## config.mk

```make
export PLATFORM = sky130hd
export DESIGN_NAME = mmu_asi_port
export DESIGN_NICKNAME = d
export VERILOG_FILES = /design/src/rtl/mmu_asi_pkg.sv /design/src/rtl/mmu_asi_ctrl.sv /design/src/rtl/mmu_asi_datapath.sv /design/src/rtl/mmu_asi_port.sv
export SDC_FILE = /design/constraint.sdc
export NUM_CORES = 1
export LEC_CHECK = 0
export ABC_CLOCK_PERIOD_IN_PS = 5100
export BUFFER_PORTS_ARGS = -buffer_cell sky130_fd_sc_hd__buf_4
export CAP_MARGIN = 0
export CORE_UTILIZATION = 55
export CTS_CLUSTER_DIAMETER = 50
export CTS_CLUSTER_SIZE = 28
export DETAILED_ROUTE_END_ITERATION = 6
export PLACE_DENSITY = 0.73
export SLEW_MARGIN = 15
export SYNTH_ARGS = -nofsm -noshare
export SYNTH_HDL_FRONTEND = slang
export SYNTH_HIERARCHICAL = 1
export SYNTH_SLANG_ARGS = --single-unit
```

## constraint.sdc

```tcl
create_clock -name clk -period 5.1 [get_ports clk]
set_input_delay 0.765 -clock clk [delete_from_list [all_inputs] [get_ports clk]]
set_output_delay 0.765 -clock clk [all_outputs]
set_load 0.01 [all_outputs]
```

## src/rtl/mmu_asi_pkg.sv

```systemverilog
package mmu_asi_pkg;

  localparam int DATA_W = 32;

  typedef enum logic [1:0] {
    SZ_BYTE = 2'd0,
    SZ_HALF = 2'd1,
    SZ_WORD = 2'd2,
    SZ_RSVD = 2'd3
  } accSize_t;

  // strobes from control to datapath, all valid for one cycle
  typedef struct packed {
    logic regRd;
    logic regWr;
    logic probeRd;
    logic zeroRd;
    logic passRd;
    logic passWr;
    logic flushPg;
    logic flushAll;
  } asiStrobes_t;

  // memory byte order: reorder to the access size
  function automatic logic [DATA_W-1:0] orderBytes(input logic [DATA_W-1:0] d,
                                                   input accSize_t sz);
    case (sz)
      SZ_BYTE: orderBytes = {24'd0, d[7:0]};
      SZ_HALF: orderBytes = {16'd0, d[7:0], d[15:8]};
      default: orderBytes = {d[7:0], d[15:8], d[23:16], d[31:24]};
    endcase
  endfunction

  // native order: only trim to the access size
  function automatic logic [DATA_W-1:0] trimBytes(input logic [DATA_W-1:0] d,
                                                  input accSize_t sz);
    case (sz)
      SZ_BYTE: trimBytes = {24'd0, d[7:0]};
      SZ_HALF: trimBytes = {16'd0, d[15:0]};
      default: trimBytes = d;
    endcase
  endfunction

endpackage

```

## src/rtl/mmu_asi_ctrl.sv

```systemverilog
module mmu_asi_ctrl
  import mmu_asi_pkg::*;
#(
  parameter int ASI_W     = 8,
  parameter int LVL_W     = 4,
  parameter int MAX_LEVEL = 4,
  parameter int PROBE_ASI = 3,
  parameter int REG_ASI   = 4,
  parameter int PASS_LO   = 32'h20,
  parameter int PASS_HI   = 32'h2F
) (
  input  logic             accValid,
  input  logic             accWrite,
  input  logic [ASI_W-1:0] accAsi,
  input  logic [LVL_W-1:0] accLevel,
  output asiStrobes_t      strb
);

  logic isProbe, isReg, isPass, lvlOk, lvlZero, rdAcc, wrAcc;

  always_comb begin
    isProbe = (accAsi == ASI_W'(PROBE_ASI));
    isReg   = (accAsi == ASI_W'(REG_ASI));
    isPass  = (accAsi >= ASI_W'(PASS_LO)) && (accAsi <= ASI_W'(PASS_HI));
    lvlOk   = (accLevel <= LVL_W'(MAX_LEVEL));
    lvlZero = (accLevel == '0);
    rdAcc   = accValid && !accWrite;
    wrAcc   = accValid && accWrite;

    strb          = '0;
    strb.regRd    = rdAcc && isReg;
    strb.regWr    = wrAcc && isReg;
    strb.probeRd  = rdAcc && isProbe && lvlOk;
    strb.passRd   = rdAcc && isPass;
    strb.passWr   = wrAcc && isPass;
    strb.flushPg  = wrAcc && isProbe && lvlZero;
    strb.flushAll = wrAcc && isProbe && lvlOk && !lvlZero;
    // every other read answers zero (unknown space or probe level too high)
    strb.zeroRd   = rdAcc && !isReg && !isPass && !(isProbe && lvlOk);
  end

endmodule

```

## src/rtl/mmu_asi_datapath.sv

```systemverilog
module mmu_asi_datapath
  import mmu_asi_pkg::*;
#(
  parameter int          ADDR_W    = 32,
  parameter int          LVL_W     = 4,
  parameter int          PAGE_BITS = 12,
  parameter logic [31:0] CTRL_MASK = 32'h0000_0003,
  parameter int          FSTAT_IDX = 3,
  parameter int          FADDR_IDX = 4,
  parameter bit          BSWAP     = 1'b1
) (
  input  logic                        clk,
  input  logic                        rstN,
  input  asiStrobes_t                 strb,
  input  logic [LVL_W-1:0]            regIdx,
  input  logic [ADDR_W-PAGE_BITS-1:0] pageNum,
  input  logic [DATA_W-1:0]           accWdata,
  input  logic [1:0]                  accSize,
  input  logic [DATA_W-1:0]           probeResult,
  input  logic [DATA_W-1:0]           memRdata,
  output logic                        rdValid,
  output logic [DATA_W-1:0]           rdData,
  output logic                        flushPage,
  output logic [ADDR_W-1:0]           flushPageAddr,
  output logic                        flushAll,
  output logic                        probeReq,
  output logic                        memReq,
  output logic                        memWrite,
  output logic [DATA_W-1:0]           memWdata
);

  localparam int NUM_REGS = 1 << LVL_W;

  logic [DATA_W-1:0] regFile [NUM_REGS];
  logic [DATA_W-1:0] passRdData;
  logic              faultRd;

  // size handling variant picked by parameter
  generate
    if (BSWAP) begin : gSwap
      assign memWdata   = orderBytes(accWdata, accSize_t'(accSize));
      assign passRdData = orderBytes(memRdata, accSize_t'(accSize));
    end else begin : gNative
      assign memWdata   = trimBytes(accWdata, accSize_t'(accSize));
      assign passRdData = trimBytes(memRdata, accSize_t'(accSize));
    end
  endgenerate

  assign probeReq = strb.probeRd;
  assign memReq   = strb.passRd | strb.passWr;
  assign memWrite = strb.passWr;
  assign faultRd  = strb.regRd &&
                    (regIdx == LVL_W'(FSTAT_IDX) || regIdx == LVL_W'(FADDR_IDX));

  // register bank
  always_ff @(posedge clk) begin
    if (!rstN) begin
      for (int i = 0; i < NUM_REGS; i++) regFile[i] <= '0;
    end else begin
      if (strb.regWr) begin
        if (regIdx == '0)
          regFile[0] <= (regFile[0] & ~CTRL_MASK) | (accWdata & CTRL_MASK);
        else
          regFile[regIdx] <= accWdata;
      end
      if (faultRd) regFile[FADDR_IDX] <= '0;
    end
  end

  // read return path
  always_ff @(posedge clk) begin
    if (!rstN) begin
      rdValid <= 1'b0;
      rdData  <= '0;
    end else begin
      rdValid <= strb.regRd | strb.probeRd | strb.passRd | strb.zeroRd;
      if (strb.regRd)        rdData <= regFile[regIdx];
      else if (strb.probeRd) rdData <= probeResult;
      else if (strb.passRd)  rdData <= passRdData;
      else if (strb.zeroRd)  rdData <= '0;
    end
  end

  // flush pulses
  always_ff @(posedge clk) begin
    if (!rstN) begin
      flushPage     <= 1'b0;
      flushAll      <= 1'b0;
      flushPageAddr <= '0;
    end else begin
      flushPage <= strb.flushPg;
      flushAll  <= strb.flushAll;
      if (strb.flushPg) flushPageAddr <= {pageNum, PAGE_BITS'(0)};
    end
  end

endmodule

```

## src/rtl/mmu_asi_port.sv

```systemverilog
module mmu_asi_port
  import mmu_asi_pkg::*;
#(
  parameter int ASI_W     = 8,
  parameter int ADDR_W    = 32,
  parameter int LVL_W     = 4,
  parameter int LVL_LSB   = 8,
  parameter int PAGE_BITS = 12,
  parameter int MAX_LEVEL = 4,
  parameter bit BSWAP     = 1'b1
) (
  input  logic              clk,
  input  logic              rstN,
  input  logic              accValid,
  input  logic              accWrite,
  input  logic [ASI_W-1:0]  accAsi,
  input  logic [ADDR_W-1:0] accAddr,
  input  logic [31:0]       accWdata,
  input  logic [1:0]        accSize,
  output logic              rdValid,
  output logic [31:0]       rdData,
  output logic              probeReq,
  output logic [LVL_W-1:0]  probeLevel,
  output logic [ADDR_W-1:0] probeAddr,
  input  logic [31:0]       probeResult,
  output logic              flushPage,
  output logic [ADDR_W-1:0] flushPageAddr,
  output logic              flushAll,
  output logic              memReq,
  output logic              memWrite,
  output logic [ADDR_W-1:0] memAddr,
  output logic [1:0]        memSize,
  output logic [31:0]       memWdata,
  input  logic [31:0]       memRdata
);

  asiStrobes_t      strb;
  logic [LVL_W-1:0] accLevel;

  assign accLevel   = accAddr[LVL_LSB +: LVL_W];
  assign probeLevel = accLevel;
  assign probeAddr  = accAddr;
  assign memAddr    = accAddr;
  assign memSize    = accSize;

  mmu_asi_ctrl #(
    .ASI_W    (ASI_W),
    .LVL_W    (LVL_W),
    .MAX_LEVEL(MAX_LEVEL)
  ) u_ctrl (
    .accValid(accValid),
    .accWrite(accWrite),
    .accAsi  (accAsi),
    .accLevel(accLevel),
    .strb    (strb)
  );

  mmu_asi_datapath #(
    .ADDR_W   (ADDR_W),
    .LVL_W    (LVL_W),
    .PAGE_BITS(PAGE_BITS),
    .BSWAP    (BSWAP)
  ) u_dp (
    .clk          (clk),
    .rstN         (rstN),
    .strb         (strb),
    .regIdx       (accLevel),
    .pageNum      (accAddr[ADDR_W-1:PAGE_BITS]),
    .accWdata     (accWdata),
    .accSize      (accSize),
    .probeResult  (probeResult),
    .memRdata     (memRdata),
    .rdValid      (rdValid),
    .rdData       (rdData),
    .flushPage    (flushPage),
    .flushPageAddr(flushPageAddr),
    .flushAll     (flushAll),
    .probeReq     (probeReq),
    .memReq       (memReq),
    .memWrite     (memWrite),
    .memWdata     (memWdata)
  );

endmodule

```

==> results of run 1 <==
## kinds of logic after synthesis
kind of cell           synth area share
AND/OR/NAND/NOR                  0.1571
buffers and inverters           0.05665
other                         0.0001392
flip-flops                       0.5996
multiplexers                     0.1274
AO/OA/AOI/OAI                   0.05911
## worst paths after layout
path | endpoint | startpoint | cells past startpoint
worst min register to register | u_dp/regFile[4][7] | u_dp/regFile[4][7] | 2
worst max register to register | u_dp/rdData[12] | u_dp/regFile[6][12] | 4
worst max-delay path | probeReq | accAsi[4] | 6
worst min-delay path | u_dp/flushPageAddr[22] | accAddr[22] | 3
## through the flow
step	hold slack, ns	setup WS (ns)
CTS	0.3948	1.892
global placement	0.4499	1.458
finish	0.4172	1.847
detailed placement	0.4605	1.436
floorplan	0.4450	0.4543
global route	0.4084	1.682
## power breakdown
part / internal, mW / total [mW] / switching [mW]
Clock: 2.02 / 3.94 / 1.93
Sequential: 5.21 / 5.27 / 0.0575
Combinational: 0.327 / 0.870 / 0.543
Total: 7.55 / 10.1 / 2.53
## cell type report
type | instances | area (µm²) | share of cell area
well taps | 615 | 769.5 | 0.02496
diodes | 3 | 7.507 | 0.0002435
clock buffers | 56 | 1272 | 0.04127
flip-flops and latches | 567 | 16160 | 0.5240
clock inverters | 33 | 422.9 | 0.01372
repair buffers | 330 | 2572 | 0.08344
multi-input cells | 1273 | 9623 | 0.3121
inverters | 2 | 7.507 | 0.0002435
## per-layer routing
| layer | wire (µm) | share of wire |
|---|---|---|
| met3 | 7464 | 0.096 |
| met4 | 2924 | 0.038 |
| met2 | 36130 | 0.46 |
| met5 | 11 | 0.00014 |
| met1 | 31220 | 0.40 |
## cells in the final DEF, fill, tap and decap left out, drive strengths merged, types with 2 or more instances in the layout
master / synthesis / final
buf: 144 / 330
o2bb2ai: 16 / 16
and3: 51 / 51
mux4: 64 / 64
bufinv: 0 / 2
dfxtp: 87 / 87
o221ai: 16 / 16
nand2: 88 / 88
nand2b: 17 / 17
mux2i: 172 / 172
edfxtp: 480 / 480
o41a: 16 / 16
nor3: 8 / 8
and2: 436 / 436
o21ai: 60 / 60
or2: 2 / 2
nand4b: 2 / 2
nor4bb: 2 / 2
diode: 0 / 3
clkinv: 0 / 8
mux2: 24 / 24
conb: 1 / 42
o211ai: 8 / 8
nor2: 85 / 85
inv: 2 / 21
a221oi: 24 / 24
a21oi: 57 / 57
clkinvlp: 0 / 4
clkbuf: 129 / 56
o32a: 16 / 16
nor2b: 4 / 4
nand3: 37 / 37
o22ai: 16 / 16
## flip-flops by register name (all words and copies together), names as in the netlist
register	count
u_dp/regFile	512
u_dp/rdData	32
u_dp/flushPageAddr	20
u_dp/flushAll	1
u_dp/flushPage	1
u_dp/rdValid	1
## worst min-delay path, delay by kind of cell
kind                   cells  cell delay (ns)
multiplexers               1             0.06
buffers and inverters      1             0.09
AND/OR/NAND/NOR            1             0.07
## synthesized netlist by cell type (all sizes together), types with 17 or more instances
library cell | count | area share
dfxtp | 87 | 0.065
and3 | 51 | 0.012
mux4 | 64 | 0.053
buf | 144 | 0.038
nand3 | 37 | 0.0069
mux2 | 24 | 0.010
mux2i | 172 | 0.064
o21ai | 60 | 0.011
a221oi | 24 | 0.0078
edfxtp | 480 | 0.53
nand2b | 17 | 0.0039
nand2 | 88 | 0.012
and2 | 436 | 0.10
a21oi | 57 | 0.011
nor2 | 85 | 0.012
clkbuf | 129 | 0.018
==> impl_summary.txt, run 1 <==
----------------------------------------------------
[Floorplanning]
  Vert. Die Dim ... 223.3 µm
  Count of standard-cell rows ... 80
  Initial standard-cell utilization of the core ... 0.5608
  Overall die area ... between 0.04 and 0.05 mm²
  Area of the core ... 0.04805 mm²
  Number of top-level pins ... 314
  DIE WIDTH ... 223.3 µm

[Drt]
  Via count ... 17790
  Number of remaining DRC errors ... 0
  Mean number of vias per cell ... 6.180
  First-pass DRT Iterations ... 6
  Final ANT Viol Nets ... 0
  Total wire length ... between 70 and 80 mm
  Violation count after the first detailed-routing iteration ... between 2000 and 2500
  Detailed-route wire length per cell ... 27.01 µm

[Worst setup path]
  Worst path top cell family by delay ... simple AND/OR/NAND/NOR gates
  Reg-to-reg setup timing slack ... 3.26 ns
  Critical path arrival ... 2.49 ns
  Start-to-end type of the worst setup path ... input port to output port
  Endpoint kind of the worst setup timing path ... output port
  Largest stage delay on the critical path ... 0.43 ns
  Critical path, cell by cell ... buf_4 > nor3_1 > nand2_1 > nor3_2 > buf_4 > buf_4
  Max FO, Critical Path ... 35
  Most used cell along the critical path ... sky130_fd_sc_hd__buf_4
  Crit path launch type ... input port
  Slowest CP cell ... sky130_fd_sc_hd__buf_4
  Endpoint required time on the critical path ... roughly 4.3 ns
  Combined buffer and inverter count along the critical path ... 3

[Synth]
  Syn Std Cell Area ... 0.02694 mm²
  Post-synth ARST share ... 0
  Total of warnings raised by yosys ... 6
  Sequential area share after synthesis ... 0.5996
  Flops & latches, synth ... 567
  Count of cell types in the netlist ... 49
  Count of flip-flops with a built-in enable after synthesis ... 480
  Most common flop cell mapped by yosys ... sky130_fd_sc_hd__edfxtp_1
  Synthesized area per cell ... between 10 and 15 µm²
  Count of mapped cells out of synthesis ... 2074

[GRT]
  Number of antenna violations at the first check in global routing ... 4
  Wire length of the first global-routing pass ... 112.1 mm
  Met2 capacity usage during global routing ... 0.4884
  Pin count of the biggest net entering global routing ... 88
  Global routing's busiest layer ... met2
  Final global-route overflow total ... 0
  Met1 global-route usage ... 0.4232
  Met3 global-route usage ... 0.05795
  Total GRT Usage ... 0.3077
  Via count of the first global-routing pass ... approximately 17000

[Placed design]
  Instance area after placement ... between 0.02 and 0.03 mm²
  Placed Cells ... 2787
  Final weighted congestion of routability-driven global placement ... 0.8895
  Estimated wirelength of the detail-placed design ... 48.48 mm
  I/O Buffers ... 277

[Worst hold path]
  Class of the tightest hold or removal check ... input port to flip-flop

[Clocking]
  Post-CTS sizing ... 0
  Number of post-CTS setup repair buffers ... 0
  Maximum buffer depth of the clock tree ... 3
  Clock Latency Late Sink ... 0.63 ns
  Post-CTS Hold Fix Bufs ... 0
  Clock sink total ... 567
  Clock tree from TritonCTS ... done
  Number of buffers added by the clock tree synthesis step ... 48
  Clock-pin slew on the worst setup and hold paths ... ~0.080 ns
  H-tree levels ... 2
  Root Buffer ... sky130_fd_sc_hd__clkbuf_16

[Cells and area]
  Fraction of final layout cells with drive strength greater than 1 ... 0.2379
  Net total in the final layout ... 2364
  Synth-to-layout area growth ... 14.42%
  Total non-filler cell area in the finished layout ... 0.03083 mm²
  Final-layout fill cell count ... 3557
  Number of cells in the finished layout apart from fillers ... 2879
  Post-layout utilization of the core ... 0.6417

[STA]
  Final-report max-slew violation count ... 0
  Final period util ... 0.6378
  Total setup violations reported at the end of the flow ... 0
  Pin slew with the least headroom to its limit ... 1.071 ns
  Max Freq ... 307.4 MHz
  RSZ-0062 raised after global routing ... false
  Final TNS setup ... 0 ns
  Time the worst path needs with I/O delays and setup ... 3.253 ns
  Worst rel slew slack ... 0.2861
  Total count of hold-check failures in the final report ... 0
  Final clock skew ... 0.03645 ns

[Status]
  Status ... complete, no violations

[Power]
  Overall power consumption ... about 10 mW
  Pleak ... 11.65 nW
  Peak ir drop on the vdd network ... 0.2516 mV
  Cell Pwr Density ... 326.9 mW/mm²

[Run]
  Maximum Capacitance Violations ... 0

----------------------------------------------------
No activity file was read; power rests on OpenSTA's default activity.
==> inputs of run 2 (changes only) <==
- ABC_CLOCK_PERIOD_IN_PS: 5100 -> 3390
- clock period: 5.1 -> 3.39 ns (I/O delays scaled with it)
==> run 2 against run 1 <==
Compared with the run above: first-iteration DRC count rose by 14%; final area rose by 0.86%; cell count up 0.94%; worst hold slack lost 0.27 ns; sequential cell count unchanged; combinational power increased by 53%.
==> impl_summary.txt, run 2 (same netlist as run 1, synthesis figures left out) <==
----------------------------------------------------
[Cells and area]
  Register name with the most flops ... u_dp/regFile
  Fraction of final layout cells with drive strength greater than 1 ... 0.2445 (+0.006594)
  Flip-flop count of the largest register after layout ... 512 (unchanged)
  Post-layout utilization of the core ... 0.6472 (+0.005521)
  Net total in the final layout ... 2390 (+1.1%)
  Most frequent standard cell in the layout excluding fill and tap cells ... sky130_fd_sc_hd__edfxtp_1
  Final-layout fill cell count ... 3483 (-2.1%)
  Most used cells in the layout excluding fill and tap cells ... 480 x sky130_fd_sc_hd__edfxtp_1, 436 x sky130_fd_sc_hd__and2_1, 339 x sky130_fd_sc_hd__buf_4
  Synth-to-layout area growth ... 15.41%
  Area taken by multi-input logic gates ... 0.009577 mm² (-0.48%)
  Combined flip-flop and latch cell area ... 0.01616 mm² (unchanged)
  Largest regs ... u_dp/regFile: 512 flops, u_dp/rdData: 32 flops, u_dp/flushPageAddr: 20 flops

[Power]
  Peak ir drop on the vdd network ... 0.3385 mV (+35%)
  Pleak ... 11.82 nW (+1.4%)
  Cell Pwr Density ... 489.7 mW/mm² (+50%)

[Drt]
  Via count ... 17970 (+1.0%)
  Number of remaining DRC errors ... 0 (unchanged)
  First-pass DRT Iterations ... 6 (unchanged)
  Mean number of vias per cell ... 6.184 (about the same)
  Violation count after the first detailed-routing iteration ... 2419 (+14%)
  Total wire length ... 78.09 mm (+0.43%)
  Detailed-route wire length per cell ... 26.87 µm (-0.50%)
  Final ANT Viol Nets ... 0 (unchanged)

[Worst hold path]
  Class of the tightest hold or removal check ... input port to flip-flop
  Number of cells on the worst hold path ... 3 (unchanged)

[Clocking]
  Number of buffers added by the clock tree synthesis step ... 50 (+4.2%)
  Post-CTS sizing ... 0 (unchanged)
  H-tree levels ... 2 (unchanged)
  Root Buffer ... sky130_fd_sc_hd__clkbuf_16
  Maximum buffer depth of the clock tree ... 3 (unchanged)
  Post-CTS Hold Fix Bufs ... 0 (unchanged)
  Number of post-CTS setup repair buffers ... 0 (unchanged)
  Clock sink total ... 567 (unchanged)
  Clock tree from TritonCTS ... done
  Clock Latency Late Sink ... 0.63 ns (about the same)
  Clock-pin slew on the worst setup and hold paths ... 0.07 ns (about the same)

[GRT]
  Wire length of the first global-routing pass ... 113.2 mm (+1.1%)
  Number of antenna violations at the first check in global routing ... 3 (-1)
  Final global-route overflow total ... 0 (unchanged)
  Via count of the first global-routing pass ... 17460 (+0.41%)
  Pin count of the biggest net entering global routing ... 113 (+28%)
  Total GRT Usage ... 0.3109 (+0.003264)

[Floorplanning]
  DIE WIDTH ... 223.3 µm (unchanged)
  Count of standard-cell rows ... 80 (unchanged)
  Vert. Die Dim ... 223.3 µm (unchanged)
  Area of the core ... 0.04805 mm² (unchanged)
  Overall die area ... 0.04988 mm² (unchanged)
  Initial standard-cell utilization of the core ... 0.5608 (unchanged)
  Number of top-level pins ... 314 (unchanged)

[STA]
  Final period util ... 0.8533
  Final clock skew ... 0.03198 ns (-0.004477 ns)
  RSZ-0062 raised after global routing ... false
  Post-route worst setup slack ... 0.4973 ns (-1.350 ns)
  Time the worst path needs with I/O delays and setup ... approximately 2.9 ns
  Total count of hold-check failures in the final report ... 0 (unchanged)
  Final-report max-slew violation count ... 0 (unchanged)
  Total setup violations reported at the end of the flow ... 0 (unchanged)
  Max Freq ... 345.7 MHz
  Pin slew with the least headroom to its limit ... 1.050 ns (-0.02054 ns)
  Worst rel slew slack ... 0.2998 (+0.01369)

[Worst setup path]
  Endpoint kind of the worst setup timing path ... output port
  Critical path arrival ... 2.38 ns (-0.11 ns)
  Worst reg-to-reg path cell count ... 4 (unchanged)
  Max FO, Critical Path ... 31 (-11%)
  Start-to-end type of the worst setup path ... input port to output port
  Crit path launch type ... input port
  Endpoint required time on the critical path ... 2.88 ns (-1.46 ns)

[Run]
  Maximum Capacitance Violations ... 0 (unchanged)

[Placed design]
  I/O Buffers ... 277 (unchanged)
  Pre-CTS setup slack ... 0.2424 ns (-1.194 ns)
  Final weighted congestion of routability-driven global placement ... 0.9393 (+5.6%)
  Estimated wirelength of the detail-placed design ... 49.74 mm (+2.6%)

[Status]
  Status ... complete, no violations

----------------------------------------------------
[run 2: changes by cell type in the layout (fill, tap and decap cells not counted), sizes merged]
| cell | change |
|---|---|
| buf | +24 |
| clkinv | +11 |
| clkbuf | -5 |
| clkinvlp | -2 |
| diode | -2 |
| inv | +2 |
| bufinv | -1 |
[run 2: metal layers]
metal / up-vias / share of wire / track usage
met3: 170 / 0.10 / 0.05676
li1: 7768 / - / -
met1: 8904 / 0.39 / 0.4233
met5: - / 0.000090 / 0
met2: 1126 / 0.47 / 0.4966
met4: 2 / 0.039 / 0.1248
[run 2: area by class of cell]
cell class	instances	share of cell area
sequential	567	0.5195
clock buffer	51	0.04036
tap	615	0.02475
multi-input combinational	1273	0.3080
clock inverter	43	0.01573
timing repair buffer	354	0.09134
inverter	2	0.0002414
antenna	1	0.00008047
[run 2: worst max-delay path, stage by stage]
cell                      delay [ns]
sky130_fd_sc_hd__buf_4          0.11
sky130_fd_sc_hd__nor3_1         0.40
sky130_fd_sc_hd__nand2_1        0.24
sky130_fd_sc_hd__nor3_2         0.50
sky130_fd_sc_hd__buf_4          0.43
sky130_fd_sc_hd__buf_4          0.19
[run 2: where the power goes]
part / total, mW / switching [mW] / internal, mW / leakage (nW)
combinational: 1.33 / 0.826 / 0.507 / 5.71
clock: 5.98 / 2.99 / 2.99 / 0.844
sequential: 7.92 / 0.0839 / 7.83 / 5.26
total: 15.2 / 3.90 / 11.3 / 11.8
[run 2: worst paths after layout]
check | from | to | slack, ns
hold reg to reg | u_dp/regFile[4][9] | u_dp/regFile[4][9] | 0.47
setup reg to reg | u_dp/regFile[6][19] | u_dp/rdData[19] | 1.62
setup / recovery | accAsi[4] | probeReq | 0.50
hold / removal | accAddr[24] | u_dp/flushPageAddr[24] | 0.14
[run 2: per-stage QoR]
stage / power [mW] / TNS [ns] / cell area [µm²] / hold WS [ns] / instances
after floorplan: 8.805 / -67.69 / 27120 / 0.4450 / 2115
after global placement: 9.355 / 0 / 29350 / 0.4506 / 2811
after detailed placement: 9.385 / 0 / 29350 / 0.4597 / 2811
after CTS: 15.26 / 0 / 31090 / 0.1230 / 2905
after global routing: 15.60 / 0 / 31090 / 0.1491 / 2905
final: 15.23 / 0 / 31100 / 0.1434 / 2906
